==> src/rtl/ser_tx_pkg.sv <==
package ser_tx_pkg;

  typedef enum logic [1:0] {
    RATE_X1  = 2'd0,
    RATE_X16 = 2'd1,
    RATE_X64 = 2'd2,
    RATE_XHI = 2'd3
  } rate_e;

  // Ticks per bit for a rate code; the codes above RATE_X16 use the high ratio.
  function automatic int ticks_per_bit(input rate_e r, input int mid, input int hi);
    case (r)
      RATE_X1:  return 1;
      RATE_X16: return mid;
      default:  return hi;
    endcase
  endfunction

endpackage

==> src/rtl/tx_hold_buf.sv <==
module tx_hold_buf #(
  parameter int DATA_W = 8
) (
  input  logic              clk,
  input  logic              rst_n,
  input  logic              wr_en,
  input  logic [DATA_W-1:0] wr_data,
  input  logic              take,
  output logic              full,
  output logic [DATA_W-1:0] data
);

  logic              full_d;
  logic [DATA_W-1:0] data_d;

  // A write always wins: the buffer stays full with the new byte.
  always_comb begin
    full_d = full;
    data_d = data;
    if (wr_en) begin
      full_d = 1'b1;
      data_d = wr_data;
    end else if (take) begin
      full_d = 1'b0;
    end
  end

  always_ff @(posedge clk or negedge rst_n) begin
    if (!rst_n) begin
      full <= 1'b0;
      data <= '0;
    end else begin
      full <= full_d;
      data <= data_d;
    end
  end

endmodule

==> src/rtl/tx_bit_timer.sv <==
module tx_bit_timer
  import ser_tx_pkg::*;
#(
  parameter int DIV_MID = 16,
  parameter int DIV_HI  = 64,
  localparam int CNT_W  = $clog2(DIV_HI)
) (
  input  logic       clk,
  input  logic       rst_n,
  input  logic       restart,
  input  logic       tick_en,
  input  logic [1:0] rate_sel,
  output logic       bit_end
);

  logic [CNT_W-1:0] cnt, cnt_d, last_cnt;

  always_comb begin
    last_cnt = CNT_W'(ticks_per_bit(rate_e'(rate_sel), DIV_MID, DIV_HI) - 1);
    bit_end  = tick_en && (cnt == last_cnt);
    cnt_d    = cnt;
    if (restart)      cnt_d = '0;
    else if (bit_end) cnt_d = '0;
    else if (tick_en) cnt_d = cnt + 1'b1;
  end

  always_ff @(posedge clk or negedge rst_n) begin
    if (!rst_n) cnt <= '0;
    else        cnt <= cnt_d;
  end

endmodule

==> src/rtl/tx_frame_shifter.sv <==
module tx_frame_shifter #(
  parameter int DATA_W  = 8,
  parameter int MIN_LEN = 5,
  localparam int LSEL_W  = $clog2(DATA_W - MIN_LEN + 1),
  localparam int FRAME_W = DATA_W + 4,
  localparam int LEFT_W  = $clog2(FRAME_W + 1)
) (
  input  logic              clk,
  input  logic              rst_n,
  input  logic              load,
  input  logic [DATA_W-1:0] load_data,
  input  logic [LSEL_W-1:0] len_sel,
  input  logic              par_en,
  input  logic              par_odd,
  input  logic              two_stop,
  input  logic              bit_end,
  output logic              busy,
  output logic              last_bit,
  output logic              sdo
);

  logic [FRAME_W-1:0] sr, sr_d, frame;
  logic [LEFT_W-1:0]  left, left_d, frame_len;
  logic               busy_d, par;
  int                 nlen;

  // Assemble start, data, parity and stop bits, LSB first on the line.
  always_comb begin
    nlen  = MIN_LEN + int'(len_sel);
    frame = '1;
    frame[0] = 1'b0;
    par = par_odd;
    for (int i = 0; i < DATA_W; i++) begin
      if (i < nlen) begin
        frame[1+i] = load_data[i];
        par        = par ^ load_data[i];
      end
    end
    for (int j = 1 + MIN_LEN; j <= DATA_W; j++) begin
      if (par_en && j == 1 + nlen) frame[j] = par;
    end
    frame[1+DATA_W] = par_en && (nlen == DATA_W) ? par : 1'b1;
    frame_len = LEFT_W'(2 + nlen + int'(par_en) + int'(two_stop));
  end

  always_comb begin
    last_bit = busy && bit_end && (left == LEFT_W'(1));
    sr_d     = sr;
    left_d   = left;
    busy_d   = busy;
    if (load) begin
      sr_d   = frame;
      left_d = frame_len;
      busy_d = 1'b1;
    end else if (busy && bit_end) begin
      sr_d   = {1'b1, sr[FRAME_W-1:1]};
      left_d = left - 1'b1;
      busy_d = !last_bit;
    end
  end

  always_ff @(posedge clk or negedge rst_n) begin
    if (!rst_n) begin
      sr   <= '1;
      left <= '0;
      busy <= 1'b0;
    end else begin
      sr   <= sr_d;
      left <= left_d;
      busy <= busy_d;
    end
  end

  assign sdo = busy ? sr[0] : 1'b1;

endmodule

==> src/rtl/ser_tx_dbuf.sv <==
module ser_tx_dbuf (
  input  logic       clk,
  input  logic       rst_n,
  input  logic       wr_en,
  input  logic [7:0] wr_data,
  input  logic       tx_enable,
  input  logic       tick_en,
  input  logic [1:0] rate_sel,
  input  logic [1:0] len_sel,
  input  logic       par_en,
  input  logic       par_odd,
  input  logic       two_stop,
  output logic       txd,
  output logic       tx_ready,
  output logic       tx_empty
);

  localparam int DATA_W  = 8;
  localparam int MIN_LEN = 5;
  localparam int DIV_MID = 16;
  localparam int DIV_HI  = 64;
  localparam int SYNC_N  = 2;

  logic [SYNC_N-1:0] rst_pipe;
  logic              rst_int_n;
  logic              hold_full, busy, last_bit, bit_end, take;
  logic [DATA_W-1:0] hold_data;

  // Reset asserts at once and releases on the clock.
  always_ff @(posedge clk or negedge rst_n) begin
    if (!rst_n) rst_pipe <= '0;
    else        rst_pipe <= {rst_pipe[SYNC_N-2:0], 1'b1};
  end
  assign rst_int_n = rst_pipe[SYNC_N-1];

  assign take = hold_full && tx_enable && (!busy || last_bit);

  tx_hold_buf #(.DATA_W(DATA_W)) u_hold (
    .clk(clk), .rst_n(rst_int_n), .wr_en(wr_en), .wr_data(wr_data),
    .take(take), .full(hold_full), .data(hold_data)
  );

  tx_bit_timer #(.DIV_MID(DIV_MID), .DIV_HI(DIV_HI)) u_timer (
    .clk(clk), .rst_n(rst_int_n), .restart(take), .tick_en(tick_en),
    .rate_sel(rate_sel), .bit_end(bit_end)
  );

  tx_frame_shifter #(.DATA_W(DATA_W), .MIN_LEN(MIN_LEN)) u_shift (
    .clk(clk), .rst_n(rst_int_n), .load(take), .load_data(hold_data),
    .len_sel(len_sel), .par_en(par_en), .par_odd(par_odd), .two_stop(two_stop),
    .bit_end(bit_end), .busy(busy), .last_bit(last_bit), .sdo(txd)
  );

  assign tx_ready = !hold_full;
  assign tx_empty = !busy;

endmodule

==> config.mk <==
export PLATFORM = sky130hd
export DESIGN_NAME = ser_tx_dbuf
export DESIGN_NICKNAME = d
export VERILOG_FILES = /design/src/rtl/ser_tx_pkg.sv /design/src/rtl/tx_hold_buf.sv /design/src/rtl/tx_bit_timer.sv /design/src/rtl/tx_frame_shifter.sv /design/src/rtl/ser_tx_dbuf.sv
export SDC_FILE = /design/constraint.sdc
export NUM_CORES = 1
export LEC_CHECK = 0
export BUFFER_PORTS_ARGS = -buffer_cell sky130_fd_sc_hd__buf_2
export CORE_MARGIN = 2
export CORE_UTILIZATION = 29
export CTS_CLUSTER_DIAMETER = 120
export DETAILED_ROUTE_END_ITERATION = 8
export PLACE_DENSITY = 0.5
export SLEW_MARGIN = 20
export SYNTH_ARGS = -nofsm -noshare
export SYNTH_HDL_FRONTEND = slang
export SYNTH_SLANG_ARGS = --single-unit
==> constraint.sdc <==
create_clock -name clk -period 0.9 [get_ports clk]
set_input_delay 0.225 -clock clk [delete_from_list [all_inputs] [get_ports clk]]
set_output_delay 0.225 -clock clk [all_outputs]
set_load 0.1 [all_outputs]
# Word-level counts from Yosys, hierarchy flattened
# Index checks and enable logic that the tools add are counted.
[totals]
word_cells = 88
in_bits = 20
regBits = 34
[classes]
add_sub_neg = 8
reduce_logical = 17
n_lt_le_gt_ge = 8
bitwise_logic = 8
eq_ne = 7
n_mux = 33
[ops]
columns = ["op", "n"]
rows = [
  ["4-bit by 32-bit < comparator with 1-bit output (first input constant)", 4],
  ["4-bit by 32-bit equality test with 1-bit output (first input constant)", 2],
  ["3-bit by 32-bit < comparator with 1-bit output (first input constant)", 2],
  ["2-bit by 32-bit adder with 32-bit output (first input constant)", 1],
  ["32-bit by 5-bit equality test with 1-bit output (second input constant)", 1],
  ["5-bit by 32-bit equality test with 1-bit output (first input constant)", 1],
  ["1-bit by 32-bit < comparator with 1-bit output (first input constant)", 1],
  ["2-bit by 32-bit < comparator with 1-bit output (first input constant)", 1],
  ["1-bit two-way mux", 25],
  ["12-bit two-way mux", 2],
  ["6-bit two-way mux", 3],
  ["5-bit case mux with 2 select lines", 1],
  ["1-bit logical AND", 9],
  ["4-bit by 2-bit adder with 4-bit output", 2],
  ["4-bit two-way mux", 2],
  ["1-bit XOR", 8],
  ["6-bit by 1-bit adder with 6-bit output (second input constant)", 1],
  ["6-bit equality test", 1],
  ["6-bit by 1-bit subtractor with 6-bit output (second input constant)", 1],
  ["3-bit by 2-bit adder with 4-bit output (first input constant)", 1],
  ["3-bit by 4-bit adder with 4-bit output (first input constant)", 1],
  ["4-bit by 1-bit equality test with 1-bit output (second input constant)", 1],
  ["2-bit nonzero test", 2],
  ["4-bit by 1-bit subtractor with 4-bit output (second input constant)", 1],
  ["other kinds (5)", 7],
]

# Logic depth before layout (Yosys ltp)
# Gate-level depths: netlist of run 1.
[logic_depth]
word_depth = 19
depth_mapped = 8
ltp_nobuf = 7

# Modules after synthesis
# Synthesis of run 1 repeated with hierarchy kept, for this count alone.
[unflattened]
hier_cells = 170
area_unflattened_um2 = 1863.0
[modules_own_cells]
columns = ["module", "cells_each", "instances", "area_each_um2", "seq_area_each_um2"]
rows = [
  ["tx_frame_shifter", 106, 1, 1058.5, 387.9],
  ["tx_hold_buf", 20, 1, 369.1, 225.2],
  ["tx_bit_timer", 38, 1, 364.1, 150.1],
  ["ser_tx_dbuf", 6, 1, 71.3, 50.0],
]

# Worst setup path before layout of run 1
# Ideal clock, no wire load.
[synth_path]
kind = "in2reg"
start = "input port rate_sel[0]"
end = "register u_shift.sr[3]"
t_required_ps = 818
path_stages = 8
path_slack_ps = -1193
t_arrival_ps = 2011
path_cell_list = "or2_4 > ha_1 > xor2_1 > nand4_1 > nor2_2 > buf_6 > mux2_2 > mux2_4"
[synth_via]
elab_chain_len = 10
word_cells_on_any_way = 12
cone_classes = "1 x add/sub; 2 x eq/ne; 2 x mux; 7 x reduce/logical"
[synth_rtl]
columns = ["item", "line", "text"]
rows = [
  ["start: declaration", "ser_tx_dbuf.sv:8", "input logic [1:0] rate_sel,"],
  ["2-bit by 1-bit equality test with 1-bit output / 2-bit logical NOT (equally long branches)", "ser_tx_pkg.sv:12", "case (r)"],
  ["5-bit case mux with 2 select lines *", "ser_tx_pkg.sv:12", ""],
  ["6-bit by 1-bit subtractor with 6-bit output *", "tx_bit_timer.sv:19", "last_cnt = CNT_W'(ticks_per_bit(rate_e'(rate_sel), DIV_MID, DIV_HI) - 1);"],
  ["6-bit equality test *", "tx_bit_timer.sv:20", "bit_end = tick_en && (cnt == last_cnt);"],
  ["1-bit logical AND *", "tx_bit_timer.sv:20", ""],
  ["1-bit logical AND *", "tx_frame_shifter.sv:47, tx_frame_shifter.sv:55", ""],
  ["1-bit logical AND", "tx_frame_shifter.sv:47", "last_bit = busy && bit_end && (left == LEFT_W'(1));"],
  ["1-bit logical OR", "ser_tx_dbuf.sv:36", "assign take = hold_full && tx_enable && (!busy || last_bit);"],
  ["1-bit logical AND", "ser_tx_dbuf.sv:36", ""],
  ["12-bit two-way mux / 2-bit nonzero test (equally long branches)", "n/a", ""],
  ["end signal: assignment", "tx_frame_shifter.sv:68", "sr <= sr_d;"],
  ["end: declaration", "tx_frame_shifter.sv:22", "logic [FRAME_W-1:0] sr, sr_d, frame;"],
]
# Every way passes the cells marked *; elsewhere a longest branch is shown, timed or not.
# A chain may end at the register's enable or synchronous reset.

# Worst setup path in the final report of run 1
[layout_path]
start = "input port rate_sel[1]"
end = "register u_shift.left[0]"
[layout_via]
elab_chain_len = 10
word_cells_on_any_way = 12
cone_classes = "1 x add/sub; 2 x eq/ne; 2 x mux; 7 x reduce/logical"
[layout_rtl]
columns = ["item", "line", "text"]
rows = [
  ["2-bit by 1-bit equality test with 1-bit output / 2-bit logical NOT (equally long branches)", "ser_tx_pkg.sv:12", ""],
  ["5-bit case mux with 2 select lines *", "ser_tx_pkg.sv:12", ""],
  ["6-bit by 1-bit subtractor with 6-bit output *", "tx_bit_timer.sv:19", ""],
  ["6-bit equality test *", "tx_bit_timer.sv:20", ""],
  ["1-bit logical AND *", "tx_bit_timer.sv:20", ""],
  ["1-bit logical AND *", "tx_frame_shifter.sv:47, tx_frame_shifter.sv:55", ""],
  ["1-bit logical AND", "tx_frame_shifter.sv:47", ""],
  ["1-bit logical OR", "ser_tx_dbuf.sv:36", ""],
  ["1-bit logical AND", "ser_tx_dbuf.sv:36", ""],
  ["4-bit two-way mux / 2-bit nonzero test (equally long branches)", "n/a", ""],
  ["end signal: assignment", "tx_frame_shifter.sv:69", "left <= left_d;"],
  ["end: declaration", "tx_frame_shifter.sv:23", "logic [LEFT_W-1:0] left, left_d, frame_len;"],
]
# Marked as above.

==> summary.md, run 1 <==
| Metric | Value |
|---|---|
| Core Footprint | around 0.0064 mm2 |
| Wirelength, routed | about 3900 um |
| Synth Area in Adders | 0.0885 |
| Setup Skew | between 0.006 and 0.007 ns |
| RSZ-0062 raised after global routing | yes |
| Total number of vias | approximately 1400 |
| Peak supply drop | 1340 uV |
| Diodes inserted | 0 |
| Total CTS buffers | 5 |
| Seq/Total Area, Yosys | 0.423 |
| FMAX | approximately 540 MHz |
| Inst Count DP | around 300 |
| Switching share of power | 0.292 |
| Full die area | approximately 0.0073 mm2 |
| Final Hold Viols | 0 |
| Yosys warnings | 0 |
| Final Critical Period | ~1.9 ns |
| Final slew viol count | 0 |
| Max-capacitance violation count | 0 |
| Clock latency on the worst-skew pair | 0.28 ns |
| Die X | between 80 and 90 um |
| Top-area cell type share of the netlist area | 0.286 |
| Remaining global-route overflow | 0 |
| Starting Density | 0.301 |
| Layout Utilization | 0.461 |
| Most used cell along the critical path | nand3_2 |
| Num rows | 29 |
| First-pass GRT wire length | ~6800 um |
| Critical Path AT | slightly above 2 ns |
| TritonCTS Sinks | 32 |
| Leak | approximately 1.3 nW |
| CP startpoint kind | input pin |
| Iter 0 DRT Violations | 25 |
| Via/cell ratio | 4.41 |
| Post-synthesis compound-gate area fraction | 0.0423 |
| Die height | between 80 and 90 um |
| Layout Area Growth over Synthesis | 53.3% |
| Critical-path maximum fanout | 8 |
| Initial antenna violation count | 0 |
| Post-route setup slack | -0.960 ns |
| Synth Area in XOR/XNOR | 0.0892 |
| Slowest cell on crit path | o31ai_4 |
| Vias in the first global route | 1466 |
| FILL cells | 595 |
| Final nets | around 270 |
| Cell Int Power | between 4 and 5 mW |
| Most frequent cells in the layout | buf_4 (38), dfrtp_1 (20), buf_2 (17) |
| Syn_nets | between 150 and 200 |
| Critical path buffers and inverters | 2 |
| Distinct cells, synth | 41 |
| Worst-path clk slew | around 0.070 ns |
| Sequential cell area | 816 um2 |
| Antenna-violating nets left | 0 |
| Cells along the critical path | buf_6, or2_4, ha_4, xor2_4, nand3_2, o31ai_4, nand3_2, buf_8, mux2_4 |
| Port bufs | 22 |
| Dpl ws | -1.26 ns |
| Hold WC Path Type | reg -> async |
| Fin crit share | 2.07 |
| Worst hold slack | 0.129 ns |
| CTS tree | yes |
| Top-Level Pins | 23 |
| Status | complete, but fails checks |
| Drt pass-1 iters | 3 |
| Failing checks | setup timing |
| Pwr Density | 2140 mW/mm2 |
| Area leader, netlist | dfrtp_1 |
| Most common cell after layout, fill and taps aside | buf_4 |
| CP top delay family | simple AND/OR/NAND/NOR gates |
| Power share of the clock group | 0.237 |
| Share of power burned in registers | 0.374 |
| Area of the multi-input gates | ~0.0012 mm2 |
| Placed Area | ~0.0026 mm2 |
| Final Instance Area | ~0.003 mm2 |
| Routed len/inst | 12.2 um |
| Root Driver | clkbuf_8 |
| H-tree levels | 2 |
| DR DRC count | 0 |
| Layout Cells excl Fill | around 320 |
| Combinational share of power | 0.389 |
| Max stage delay on crit path | 0.30 ns |
| GP Congestion | between 0.7 and 0.8 |
| Share of cells above drive strength 1 | 0.591 |
| Largest net degree at the start of global routing | 14 |
| Synthesized cell area | 0.00192 mm2 |
| Post-Syn Area per Cell | approximately 12 um2 |
| Post-DP HPWL | ~3000 um |
| Post-synthesis mux area share | 0.196 |
| Net Sw Power | about 1.8 mW |
| Worst Path Class, Setup | in -> reg |
| FF+latch count, synth | 32 |
| Post-synthesis simple-gate area fraction | 0.125 |
| Largest cells by area after synthesis | dfrtp_1 (29%), dfstp_2 (14%), mux2_2 (8.8%), ha_1 (7.8%), mux2i_1 (5.7%) |
| Setup violators final | 25 |
| GRT Resource Usage Total | 0.119 |
| Clock Tree Buf Depth | 2 |
| Main combinational cell family by area after synthesis | multiplexers |
| Cells after synthesis | between 150 and 200 |
| WP data required | ~1.1 ns |
| CP Capture Type | register |
[metal layers]
layer,global-route usage,wire length [um],vias up
li1,-,-,711
met1,0.155,1830,664
met2,0.188,1870,23
met3,0.0272,113,9
met4,0.0534,91,0
met5,0,0,-
[state kept, by name, indices dropped and copies added, names as in the netlist]
name and cells:
rst_pipe 2, u_hold.data 8, u_hold.full 1, u_shift.busy 1, u_shift.left 4, u_shift.sr 10
u_timer.cnt 6
[area by class of cell]
class / instances / area share
multi-input cells: 117 / 0.403
clock inverters: 1 / 0.0102
clock buffers: 7 / 0.0327
inverters: 8 / 0.0127
repair buffers: 77 / 0.231
flip-flops and latches: 32 / 0.277
well taps: 77 / 0.0327
[power by group through the flow]
stage,clock network [mW],logic [mW],registers [mW]
final,1.49,2.45,2.35
after global routing,1.60,2.70,2.42
after CTS,1.55,2.36,2.33
after detailed placement,0,2.27,2.34
after global placement,0,2.23,2.33
after floorplan,0,1.39,2.34
[cell families after synthesis]
family | count (synthesis)
AND/OR/NAND/NOR | 41
multiplexers | 32
flip-flops | 32
XOR/XNOR | 18
adder cells (fa/ha/maj) | 13
buffers and inverters | 13
AO/OA/AOI/OAI | 12
other | 1
[stage by stage]
| step | power (mW) | TNS, ns |
|---|---|---|
| 2_1_floorplan | 3.73 | -21.83 |
| 3_3_place_gp | 4.56 | -26.30 |
| 3_5_place_dp | 4.61 | -26.46 |
| 4_1_cts | 6.24 | -19.64 |
| 5_1_grt | 6.72 | -21.99 |
| 6_report | 6.29 | -20.23 |
[repair_timing]
| action | 4_1_cts | 5_1_grt |
|---|---|---|
| pin swaps | 8 | 5 |
| hold buffers | 1 | 0 |
| hold endpoints to repair | 2 | 0 |
| endpoints found under the setup margin | 26 | 31 |
| setup buffers | 4 | 6 |
| gates cloned | 0 | 0 |
| gates resized for setup | 18 | 20 |
[synth_stat cells, drive strengths merged]
library cell,instances
o22ai,1
and3,1
inv,8
xnor2,11
fa,1
mux2,20
nor2,8
mux2i,12
xnor3,1
or3,1
dfstp,10
or2b,1
nor4,1
and4,1
xor2,6
nand3b,1
dfrtp,22
a21oi,5
nand3,2
nand2b,4
o31ai,1
ha,12
or2,2
clkbuf,2
nand4,3
or3b,1
conb,1
nor3b,1
nor2b,1
a31oi,1
o211ai,1
buf,3
nand2,9
o21ai,3
nor3,4
[final timing paths]
path,from,end,slack (ns),depth (start not counted)
min in group clk,wr_data[5],u_hold.data[5]$_DFFE_PN0P_,0.17,2
setup reg to reg,u_timer.cnt[0]$_DFFE_PN0P_,u_shift.sr[5]$_DFFE_PN1P_,-0.94,6
setup / recovery,rate_sel[1],u_shift.left[0]$_DFFE_PN0P_,-0.96,9
max in group asynchronous,rst_pipe[1]$_DFF_PN0_,u_shift.sr[9]$_DFFE_PN1P_,0.33,1
hold / removal,rst_pipe[1]$_DFF_PN0_,u_timer.cnt[0]$_DFFE_PN0P_,0.13,0
hold reg to reg,rst_pipe[1]$_DFF_PN0_,u_timer.cnt[0]$_DFFE_PN0P_,0.13,0
No activity file was read; power rests on OpenSTA's default activity.
==> run 2, diff against run 1 <==
- ABC_AREA: unset -> 1
==> summary.md, run 2 <==
| Metric | Value |
|---|---|
| Largest cells by area after synthesis | dfrtp_1 (27%), nand2_1 (18%), dfstp_2 (13%), inv_1 (7.6%), ha_1 (7.4%) |
| Status | complete, but fails checks |
| Num rows | 30 (+3.4%) |
| GP Congestion | 0.740 (-2.1%) |
| Top reg by flops | u_shift.sr |
| Post-synth ARST share | 1.00 (unchanged) |
| Layout Area Growth over Synthesis | 50.6% |
| Cells along the critical path | inv_2, ha_4, nor3b_4, nand4_4, nand2_4, nand2_8, or2_0, nand2_1, inv_1 |
| TritonCTS Sinks | 32 (unchanged) |
| Max stage delay on crit path | 0.39 ns (+0.09 ns) |
| Most frequent cells in the layout | nand2_1 (83), buf_4 (41), inv_1 (34) |
| Setup TNS | -15.17 ns (+5.06 ns) |
| Most frequent cell after synthesis | nand2_1 |
| Final Hold Viols | 0 (unchanged) |
| Worst r2r dst | u_shift.left[0]$_DFFE_PN0P_ |
| FILL cells | 691 (+16%) |
| WP data required | 1.08 ns (about the same) |
| Drt pass-1 iters | 4 (+1) |
| FMAX | 629 MHz (+17%) |
| Final slew viol count | 0 (unchanged) |
| Most common cell after layout, fill and taps aside | nand2_1 |
| CTS tree | yes |
| Routed len/inst | 10.8 um (-12%) |
| Root Driver | clkbuf_8 |
| Layout Cells excl Fill | 429 (+34%) |
| CP startpoint kind | register |
| Fin crit share | 1.77 (-0.299) |
| Diodes inserted | 0 (unchanged) |
| Hold WC Path Type | in -> reg |
| Final Critical Period | 1.59 ns (-0.269 ns) |
| Post-DP HPWL | 3310 um (+9.4%) |
| Antenna-violating nets left | 0 (unchanged) |
| Commonest cells in the netlist | nand2_1 (96), inv_1 (41), dfrtp_1 (22) |
| Critical-path maximum fanout | 5 (-3) |
| Pwr Density | 2020 mW/mm2 (-5.2%) |
| Inst Count DP | 413 (+36%) |
| Post-Syn Area per Cell | 7.54 um2 (-36%) |
| Cells after synthesis | 268 (+65%) |
| Slowest cell on crit path | dfrtp_1 |
| Yosys warnings | 0 (unchanged) |
| Total CTS buffers | 5 (unchanged) |
| FF+latch count, synth | 32 (unchanged) |
| Worst Path Class, Setup | reg -> reg |
| Critical Path AT | 1.77 ns (-0.26 ns) |
| Biggest regs | u_shift.sr x10, u_hold.data x8, u_timer.cnt x6 |
| GRT Resource Usage Total | 0.133 (+0.0143) |
| Vias in the first global route | 1865 (+27%) |
| Setup violators final | 25 (unchanged) |
| Starting Density | 0.299 (-0.00187) |
| Dpl ws | -0.999 ns (+0.264 ns) |
| WHS Endpoint | u_hold.data[1]$_DFFE_PN0P_ |
| Largest net degree at the start of global routing | 31 (+17) |
| Post-synth EDFFs | 0 (unchanged) |
| Full die area | 0.00765 mm2 (+4.9%) |
| Synthesized cell area | 0.00202 mm2 (+5.1%) |
| Total power | 6.16 mW (-2.1%) |
| Worst hold path depth | 3 |
| Die X | 87.5 um (+2.4%) |
| Iter 0 DRT Violations | 33 (+32%) |
| Share of cells above drive strength 1 | 0.418 (-0.173) |
| Prevailing post-synth register cell | dfrtp_1 |
| Seq/Total Area, Yosys | 0.402 (-0.0207) |
| Max-capacitance violation count | 0 (unchanged) |
| First-pass GRT wire length | 7980 um (+18%) |
| Failing checks | setup timing |
| Worst-path clk slew | 0.07 ns (about the same) |
| Wirelength, routed | 4630 um (+19%) |
| Post-route setup slack | -0.691 ns (+0.269 ns) |
| Worst min-delay path startpoint | wr_data[1] |
| Clock Tree Buf Depth | 2 (unchanged) |
| Top-area cell type share of the netlist area | 0.272 (-0.0140) |
| Final nets | 381 (+39%) |
| DR DRC count | 0 (unchanged) |
| Top-Level Pins | 23 (unchanged) |
| RSZ-0062 raised after global routing | yes |
| Total number of vias | 1869 (+33%) |
| Remaining global-route overflow | 0 (unchanged) |
| Port bufs | 22 (unchanged) |
| Max reg flops | 10 (unchanged) |
| Area leader, netlist | dfrtp_1 |
| CP Capture Type | register |
| Clock latency on the worst-skew pair | 0.28 ns (about the same) |
| R2R Path Start | u_shift.left[1]$_DFFE_PN0P_ |
| Core Footprint | 0.00676 mm2 (+5.8%) |
| Reg2Reg Depth | 9 (+3) |
| Syn_nets | 301 (+54%) |
| H-tree levels | 2 (unchanged) |
| Setup Skew | 0.00228 ns (-0.00407 ns) |
| Via/cell ratio | 4.36 (-1.2%) |
| Leak | 1.59 nW (+19%) |
| Distinct cells, synth | 28 (-32%) |
| Initial antenna violation count | 0 (unchanged) |
| Die height | 87.5 um (+2.4%) |
| Peak supply drop | 804 uV (-40%) |
| FF-to-FF setup slack | -0.69 ns (+0.25 ns) |
## run 2: changes by cell type after synthesis, moves of 5 or more
cell     before  now
nand3_1       1   19
nand2_1       9   96
o21ai_0       3   15
mux2_4        5    0
o21ai_1       0    6
xnor2_1      11    4
mux2i_1      11    0
inv_1         8   41
mux2_2       15    0
## run 2: report_power, final
part | switching (mW) | internal [mW] | leakage [nW] | total, mW
sequential | 0.338 | 2.04 | 0.365 | 2.38
clock | 0.524 | 0.624 | 0.0455 | 1.15
combinational | 1.35 | 1.28 | 1.18 | 2.63
total | 2.21 | 3.95 | 1.59 | 6.16
## run 2: layout make-up
type | count | area, um2 | area share
Inverter | 44 | 178 | 0.0584
Sequential cell | 32 | 816 | 0.268
Timing Repair Buffer | 76 | 647 | 0.213
Clock buffer | 8 | 90.1 | 0.0296
Tap cell | 80 | 100 | 0.0329
Multi-Input combinational cell | 189 | 1210 | 0.398
## run 2: logic make-up (layout without fill, tap and decap cells)
family,after synthesis,after routing,share of synthesized area
flops,32,32,0.402
fa+ha+maj,13,13,0.0842
other cells,1,1,0.00186
buf+inv,48,128,0.100
simple gates,141,142,0.305
compound gates,23,23,0.0625
xor+xnor,10,10,0.0433
## run 2: per-stage QoR
step,hold WS (ns),cell area [um2],utilization
floorplan,-0.0706,2060,-
global placement,0.0102,2650,0.392
detailed placement,0.0135,2650,0.392
CTS,0.136,2940,0.436
global route,0.141,3040,0.450
finish,0.142,3040,0.450
## run 2: what timing repair did
action | in CTS | in global routing
gates resized for setup | 40 | 24
hold endpoints to repair | 2 | 0
cloned | 1 | 0
hold buffers | 1 | 0
endpoints found under the setup margin | 25 | 25
pin swaps | 11 | 19
setup buffers | 5 | 1
## run 2: worst max path at each step
stage / startpoint / to / slack (ns)
3_5_place_dp: rate_sel[0] / u_shift.left[2]$_DFFE_PN0P_ / -1.0
6_report: u_shift.left[1]$_DFFE_PN0P_ / u_shift.left[0]$_DFFE_PN0P_ / -0.69
5_1_grt: u_shift.left[1]$_DFFE_PN0P_ / u_shift.left[0]$_DFFE_PN0P_ / -0.79
3_3_place_gp: rate_sel[0] / u_shift.left[0]$_DFFE_PN0P_ / -0.96
2_1_floorplan: rate_sel[0] / u_shift.left[2]$_DFFE_PN0P_ / -0.71
4_1_cts: rate_sel[0] / u_shift.left[0]$_DFFE_PN0P_ / -0.69
## run 2: metal layers
layer | wire [um] | vias to the layer above | global-route usage
met2 | 2250 | 34 | 0.240
met1 | 2180 | 849 | 0.161
met3 | 163 | 5 | 0.0256
met4 | 40 | 0 | 0.0336
met5 | 0 | - | 0
li1 | - | 981 | -
## run 2: worst max-delay path: cells and delay by family, from the launching register on
kind / cells / cell delay [ns]
buffers and inverters: 2 / 0.11
adder cells (fa/ha/maj): 1 / 0.11
flip-flops: 1 / 0.39
AND/OR/NAND/NOR: 6 / 0.86
